[config.mk]
export PLATFORM = sky130hd
export DESIGN_NAME = serial_cfg_port
export DESIGN_NICKNAME = d
export VERILOG_FILES = /design/src/rtl/scp_pkg.sv /design/src/rtl/scp_sync.sv /design/src/rtl/scp_shifter.sv /design/src/rtl/scp_regbank.sv /design/src/rtl/serial_cfg_port.sv
export SDC_FILE = /design/constraint.sdc
export NUM_CORES = 1
export LEC_CHECK = 0
export ABC_CLOCK_PERIOD_IN_PS = 2120
export BUFFER_PORTS_ARGS = -buffer_cell sky130_fd_sc_hd__buf_4
export CAP_MARGIN = 20
export CORE_ASPECT_RATIO = 1.2
export CORE_MARGIN = 10
export CORE_UTILIZATION = 56
export CTS_BUF_LIST = sky130_fd_sc_hd__clkbuf_2 sky130_fd_sc_hd__clkbuf_4 sky130_fd_sc_hd__clkbuf_8
export CTS_CLUSTER_DIAMETER = 50
export DETAILED_ROUTE_END_ITERATION = 8
export PLACE_DENSITY = 0.82
export SLEW_MARGIN = 20
export SYNTH_ARGS = -nofsm -noshare
export SYNTH_HDL_FRONTEND = slang
export SYNTH_HIERARCHICAL = 1
export SYNTH_SLANG_ARGS = --single-unit
[constraint.sdc]
create_clock -name clk -period 2.12 [get_ports clk]
set_clock_uncertainty 0.15 [all_clocks]
set_input_delay 0.212 -clock clk [delete_from_list [all_inputs] [get_ports clk]]
set_output_delay 0.212 -clock clk [all_outputs]
set_load 0.02 [all_outputs]
[src/rtl/scp_pkg.sv]
package scp_pkg;

  // Default value of configuration register idx; the self-clearing bit of
  // register 0 is always forced to zero so a reset never re-triggers itself.
  function automatic logic [63:0] cfg_default(int idx, int clr_bit);
    logic [63:0] v;
    v = 64'(idx * 16 + 4);
    if (idx == 0) v[clr_bit] = 1'b0;
    return v;
  endfunction

endpackage

[src/rtl/scp_sync.sv]
module scp_sync #(
  parameter int                 WIDTH   = 4,
  parameter int                 STAGES  = 2,
  parameter logic [WIDTH-1:0]   IDLE_VAL = '0
) (
  input  logic             clk,
  input  logic             rst,
  input  logic [WIDTH-1:0] din,
  output logic [WIDTH-1:0] dout
);

  logic [WIDTH-1:0] chain_q [STAGES];

  for (genvar g = 0; g < STAGES; g++) begin : g_stage
    if (g == 0) begin : g_first
      always_ff @(posedge clk) begin
        if (rst) chain_q[g] <= IDLE_VAL;
        else     chain_q[g] <= din;
      end
    end else begin : g_next
      always_ff @(posedge clk) begin
        if (rst) chain_q[g] <= IDLE_VAL;
        else     chain_q[g] <= chain_q[g-1];
      end
    end
  end

  assign dout = chain_q[STAGES-1];

endmodule

[src/rtl/scp_shifter.sv]
module scp_shifter #(
  parameter int ADDR_W = 8,
  parameter int DATA_W = 8
) (
  input  logic                                  clk,
  input  logic                                  rst,
  input  logic                                  sen_s,
  input  logic                                  sclk_s,
  input  logic                                  sdata_s,
  output logic                                  word_vld,
  output logic [ADDR_W+DATA_W-1:0]              word,
  output logic [$clog2(ADDR_W+DATA_W)-1:0]      bit_cnt
);

  localparam int WORD_W = ADDR_W + DATA_W;
  localparam int CNT_W  = $clog2(WORD_W);
  localparam logic [CNT_W-1:0] LAST = CNT_W'(WORD_W - 1);

  logic              sclk_prev;
  logic              fall;
  logic [WORD_W-1:0] shreg;
  logic [WORD_W-1:0] shreg_nxt;

  assign fall      = sclk_prev & ~sclk_s;
  assign shreg_nxt = {shreg[WORD_W-2:0], sdata_s};

  always_ff @(posedge clk) begin
    word_vld <= 1'b0;
    if (rst) begin
      sclk_prev <= 1'b1;
      bit_cnt   <= '0;
      shreg     <= '0;
      word      <= '0;
    end else begin
      sclk_prev <= sclk_s;
      if (sen_s) begin
        // enable released: any partial word is dropped
        bit_cnt <= '0;
      end else if (fall) begin
        shreg <= shreg_nxt;
        if (bit_cnt == LAST) begin
          bit_cnt  <= '0;
          word     <= shreg_nxt;
          word_vld <= 1'b1;
        end else begin
          bit_cnt <= bit_cnt + CNT_W'(1);
        end
      end
    end
  end

endmodule

[src/rtl/scp_regbank.sv]
module scp_regbank #(
  parameter int ADDR_W   = 8,
  parameter int DATA_W   = 8,
  parameter int NUM_REGS = 16,
  parameter int SRST_BIT = 1
) (
  input  logic                         clk,
  input  logic                         rst,
  input  logic                         pin_s,
  input  logic                         word_vld,
  input  logic [ADDR_W+DATA_W-1:0]     word,
  output logic [NUM_REGS*DATA_W-1:0]   reg_flat,
  output logic                         wr_strobe,
  output logic [ADDR_W-1:0]            wr_addr,
  output logic [DATA_W-1:0]            wr_data
);

  localparam int WORD_W = ADDR_W + DATA_W;

  logic [ADDR_W-1:0] addr;
  logic [DATA_W-1:0] data;
  logic              in_range;
  logic              soft_rst;
  logic              restore;

  assign addr     = word[WORD_W-1 -: ADDR_W];
  assign data     = word[DATA_W-1:0];
  assign in_range = int'(addr) < NUM_REGS;
  assign soft_rst = (addr == '0) && data[SRST_BIT];
  assign restore  = rst | pin_s;

  for (genvar g = 0; g < NUM_REGS; g++) begin : g_reg
    localparam logic [DATA_W-1:0] DEF = DATA_W'(scp_pkg::cfg_default(g, SRST_BIT));
    logic [DATA_W-1:0] q;

    always_ff @(posedge clk) begin
      if (restore) begin
        q <= DEF;
      end else if (word_vld && in_range) begin
        if (soft_rst)               q <= DEF;
        else if (int'(addr) == g)   q <= data;
      end
    end

    assign reg_flat[g*DATA_W +: DATA_W] = q;
  end

  always_ff @(posedge clk) begin
    if (rst) begin
      wr_strobe <= 1'b0;
      wr_addr   <= '0;
      wr_data   <= '0;
    end else begin
      wr_strobe <= word_vld & in_range & ~pin_s;
      if (word_vld) begin
        wr_addr <= addr;
        wr_data <= data;
      end
    end
  end

endmodule

[src/rtl/serial_cfg_port.sv]
module serial_cfg_port #(
  parameter int ADDR_W      = 8,
  parameter int DATA_W      = 8,
  parameter int NUM_REGS    = 16,
  parameter int SYNC_STAGES = 2,
  parameter int SRST_BIT    = 1
) (
  input  logic                       clk,
  input  logic                       rst,
  input  logic                       cfg_sen_n,
  input  logic                       cfg_sclk,
  input  logic                       cfg_sdata,
  input  logic                       cfg_rst_pin,
  output logic [NUM_REGS*DATA_W-1:0] reg_flat,
  output logic                       wr_strobe,
  output logic [ADDR_W-1:0]          wr_addr,
  output logic [DATA_W-1:0]          wr_data
);

  localparam int WORD_W = ADDR_W + DATA_W;
  localparam int CNT_W  = $clog2(WORD_W);

  // bit order on the synchroniser: {pin, sdata, sclk, sen_n}
  logic [3:0]        sync_out;
  logic              sen_s;
  logic              sclk_s;
  logic              sdata_s;
  logic              pin_s;
  logic              word_vld;
  logic [WORD_W-1:0] word;
  logic [CNT_W-1:0]  bit_cnt;

  scp_sync #(
    .WIDTH   (4),
    .STAGES  (SYNC_STAGES),
    .IDLE_VAL(4'b0011)
  ) u_sync (
    .clk (clk),
    .rst (rst),
    .din ({cfg_rst_pin, cfg_sdata, cfg_sclk, cfg_sen_n}),
    .dout(sync_out)
  );

  assign sen_s   = sync_out[0];
  assign sclk_s  = sync_out[1];
  assign sdata_s = sync_out[2];
  assign pin_s   = sync_out[3];

  scp_shifter #(
    .ADDR_W(ADDR_W),
    .DATA_W(DATA_W)
  ) u_shift (
    .clk     (clk),
    .rst     (rst),
    .sen_s   (sen_s),
    .sclk_s  (sclk_s),
    .sdata_s (sdata_s),
    .word_vld(word_vld),
    .word    (word),
    .bit_cnt (bit_cnt)
  );

  scp_regbank #(
    .ADDR_W  (ADDR_W),
    .DATA_W  (DATA_W),
    .NUM_REGS(NUM_REGS),
    .SRST_BIT(SRST_BIT)
  ) u_bank (
    .clk      (clk),
    .rst      (rst),
    .pin_s    (pin_s),
    .word_vld (word_vld),
    .word     (word),
    .reg_flat (reg_flat),
    .wr_strobe(wr_strobe),
    .wr_addr  (wr_addr),
    .wr_data  (wr_data)
  );

endmodule

==> summary.md <==
The flow ran to the end, and the final reports show no timing, DRC or antenna violations. The via count of the first global-routing pass was 5857. In this run the remaining antenna-violating nets after routing total 0. Buffers added to address setup during post-CTS repair amount to 0.

The global-route total usage across every layer was 0.216; the number of clock sinks was 190. Clock tree buffer depth: 2. The number of antenna violations at the first check in global routing was 0.

The largest net degree at the start of global routing came out at 58. Most common cell after layout, fill and taps aside: sky130_fd_sc_hd__dfxtp_1. Worst-case hold slack: 0.134 ns. In this run the standard cell core region covers 12600 um^2. The run gives 5854 as the total vias in the final route. The tool flagged a number of max-cap violations equal to 0.

The tools report the kind of end point of the critical path as a register. The run gives 19.6 mm as the post-detailed-routing wire length. The multi-input combinational cells in the finished layout cover a total of 3080 um^2. STA classifies the critical path startpoint as a register. The cell-internal power is 0.00451 W, and the wire length per cell is 18.4 um. From synthesis to final layout, the design area changed by 25.1%. The share of flip-flops with an asynchronous set or reset after synthesis works out to 0. In this run the cell area of the synthesized design comes to 7130 um^2. For the fill cell total of the finished layout, the log shows 956. Synthesis produced a netlist with a net count of 739.

Setup violations remaining at the end of the flow were counted as 0. For the worst setup path, the data required time is 2.32 ns. The mean area per synthesized cell came out at 9.74 um^2. Among all flip-flop cells after synthesis, the most frequent one is sky130_fd_sc_hd__dfxtp_1.

The die outline width is 123 um, and the number of library cell types mapped by synthesis is 48. The first detailed-routing pass ran for 5 iterations. The synthesized design contains 190 register bits. The signal on the critical path passes through or4_4 > nor2_1 > a21oi_1 > a22o_1. The remaining routing DRC violations was 0; the detailed placement HPWL was 14.3 mm. In the final timing run, aggregate negative setup slack is 0 ns.

The sequential cells in the finished layout cover a total of 3800 um^2. After floorplanning, the core was divided into 45 placement rows. The worst register-to-register path has a setup slack of 0.12 ns.

The ratio of final minimum period to clock period is 0.943, and the switching power share of the total is 0.243. In the layout the commonest cells are sky130_fd_sc_hd__dfxtp_1, sky130_fd_sc_hd__buf_4, sky130_fd_sc_hd__mux2i_1, sky130_fd_sc_hd__nand2_1, sky130_fd_sc_hd__nor2_1. Setup repair after global routing left no endpoint under its margin. After clock tree synthesis, the clock-pin slew on the worst setup and hold paths is 0.10 ns. The worst-skew pair later-pin latency is 0.46 ns. The number of hold-slack violations in the final timing report was 0; the count of flip-flops with a built-in enable after synthesis was 0. The deepest level of the CTS H-tree was 4. Summed over all nets, the switching power comes to 0.00144 W. Final count of pins violating max slew: 0. The register area share after synthesis is 0.533. At the end of routability-driven placement, the weighted congestion stood at 0.860.

The critical path class is reg2reg. The number of primary I/O pins is 151, and the standby leakage power is 3.57 nW. STA puts the critical path data arrival time at 2.20 ns. The clock network power share is 0.372, and the delay contributed by the slowest stage of the critical path is 0.59 ns.

The routed design could run at a clock period as short as 2.00 ns. Port buffering added 150 buffers. For the number of DRC markers in iteration 0, the log shows 437. For the combinational share of power, the log shows 0.027.

The cell count after synthesis came out at 732. The areal power density over the cells came out at 667 nW/um^2. The full die area is 17700 um^2.

The critical-path maximum fanout was 8; the number of warnings issued by yosys was 6. Buffers inserted during clock tree synthesis total 17. The run gives 0.500 GHz as the achievable frequency. The run gives 0.568 as the initial standard-cell utilization of the core. The proportion of layout cells with a drive suffix above 1 was 0.269.

The largest individual stage delay along the critical path comes from the cell sky130_fd_sc_hd__or4_4. The wire length of the first global-routing pass is 30.3 mm, and the antenna cell count is 0. The floorplan step set the die height to 144 um. Count of nets after finishing: 896. The largest vdd supply drop came out at 0.000472 V. The fraction of power consumed by sequential logic is 0.601, and the worst relative slew slack is 0.574.

TritonCTS built the clock tree. Global routing finished with a remaining overflow of 0. For the pin with the worst max-slew slack, the measured transition is 0.639 ns. Using the TritonRoute via totals, the vias-per-cell ratio works out to 5.49.

The worst hold path belongs to the class in2reg. Buffer type at the clock tree root: sky130_fd_sc_hd__clkbuf_8.
synth_stat cells (2+ instances only):
library cell,instances,share of area
sky130_fd_sc_hd__or2_2,2,0.0018
sky130_fd_sc_hd__or3b_2,2,0.0025
sky130_fd_sc_hd__a21oi_4,6,0.014
sky130_fd_sc_hd__a22oi_1,2,0.0021
sky130_fd_sc_hd__o21ba_2,2,0.0028
sky130_fd_sc_hd__o2bb2ai_1,6,0.0074
sky130_fd_sc_hd__dfxtp_1,190,0.53
sky130_fd_sc_hd__a31o_2,2,0.0025
sky130_fd_sc_hd__and2_0,2,0.0018
sky130_fd_sc_hd__a22o_1,12,0.015
sky130_fd_sc_hd__nand3_1,29,0.020
sky130_fd_sc_hd__nand2_1,87,0.046
sky130_fd_sc_hd__buf_2,15,0.011
sky130_fd_sc_hd__clkbuf_1,20,0.011
sky130_fd_sc_hd__o21ai_2,3,0.0037
sky130_fd_sc_hd__nor4_4,3,0.0089
sky130_fd_sc_hd__nor3b_1,3,0.0032
sky130_fd_sc_hd__o31ai_1,2,0.0021
sky130_fd_sc_hd__o21ai_0,29,0.020
sky130_fd_sc_hd__or2_1,5,0.0044
sky130_fd_sc_hd__nor2b_1,8,0.0070
sky130_fd_sc_hd__and3_1,3,0.0026
sky130_fd_sc_hd__nor2_1,77,0.041
sky130_fd_sc_hd__nand4_1,2,0.0018
sky130_fd_sc_hd__nor3_1,10,0.0070
sky130_fd_sc_hd__inv_1,19,0.010
sky130_fd_sc_hd__nand2b_1,2,0.0018
sky130_fd_sc_hd__or3_1,17,0.015
sky130_fd_sc_hd__buf_1,6,0.0032
sky130_fd_sc_hd__nand3b_1,2,0.0021
sky130_fd_sc_hd__nand2_2,3,0.0026
sky130_fd_sc_hd__mux2i_1,98,0.14
sky130_fd_sc_hd__clkbuf_2,2,0.0014
sky130_fd_sc_hd__a21oi_1,38,0.027
sky130_fd_sc_hd__o21ai_1,3,0.0021
sky130_fd_sc_hd__a32o_1,4,0.0056
sky130_fd_sc_hd__nor3_2,3,0.0042
sky130_fd_sc_hd__or3b_1,2,0.0025
sky130_fd_sc_hd__nor2_2,2,0.0018
registers in the layout, indices dropped and copies added (netlist names), 4 cells and up:
name,count
u_shift/bit_cnt,4
u_bank/wr_data,8
u_bank/wr_addr,8
u_bank/g.q,128
u_shift/word,16
u_sync/chain_q,8
u_shift/shreg,15
critical path: cells and delay by family (launching register included):
family | cells | cell delay [ns]
AO/OA/AOI/OAI | 2 | 0.55
AND/OR/NAND/NOR | 2 | 0.83
flip-flops | 1 | 0.36
through the flow:
| stage | util | area (um^2) | power [W] | worst slack (ns) | instances |
|---|---|---|---|---|---|
| floorplan | - | 7130 | 0.00375 | 0.262 | 732 |
| global placement | 0.677 | 8500 | 0.00381 | 0.231 | 1030 |
| detailed placement | 0.677 | 8500 | 0.00381 | 0.164 | 1030 |
| CTS | 0.710 | 8920 | 0.00599 | 0.137 | 1066 |
| global route | 0.710 | 8920 | 0.00614 | 0.00879 | 1066 |
| finish | 0.710 | 8920 | 0.00595 | 0.121 | 1066 |
cells by family after synthesis:
logic type               count (synthesis)  synth area share
AND/OR/NAND/NOR                        269             0.184
flip-flops                             190             0.533
AO/OA/AOI/OAI                          110             0.105
multiplexers                            98             0.138
buffers and inverters                   63            0.0372
XOR/XNOR                                 1           0.00123
adder cells (fa/ha/maj)                  1           0.00175
power groups by stage:
stage	clock network (W)	registers (W)	logic, W
after global routing	0.00240	0.00358	0.000169
after floorplan	0	0.00366	0.0000904
after CTS	0.00225	0.00358	0.000156
after detailed placement	0	0.00366	0.000150
after global placement	0	0.00366	0.000145
final	0.00222	0.00358	0.000158
final timing paths:
check,from,endpoint,depth (start not counted)
worst max-delay path,u_shift/word[15]$_SDFFE_PP0P_,u_bank/g_reg[0].q[5]$_SDFFE_PP0P_,4
worst min-delay path,rst,u_bank/g_reg[10].q[0]$_SDFFE_PP0P_,5
worst max register to register,u_shift/word[15]$_SDFFE_PP0P_,u_bank/g_reg[0].q[5]$_SDFFE_PP0P_,4
worst min register to register,u_sync/chain_q[0][0]$_SDFF_PP1_,u_sync/chain_q[1][0]$_SDFF_PP1_,1
area by class of cell:
| cell class | count | area share |
|---|---|---|
| sequential | 190 | 0.427 |
| multi-input combinational | 479 | 0.345 |
| timing repair buffer | 182 | 0.156 |
| clock buffer | 18 | 0.0278 |
| tap | 164 | 0.0230 |
| clock inverter | 14 | 0.0142 |
| inverter | 19 | 0.00800 |
repair_timing:
action | 4_1_cts | 5_1_grt
hold buffers | 4 | 0
endpoints found under the setup margin | 0 | 3
hold endpoints to repair | 4 | 0
gates resized for setup | 0 | 1
per-layer routing:
metal	global-route usage	vias up	wire, um
met5	0	-	0
li1	-	2815	-
met2	0.372	207	10000
met1	0.241	2788	7550
met4	0.106	0	650
met3	0.0557	44	1410
Power figures use the tool's default switching activity.
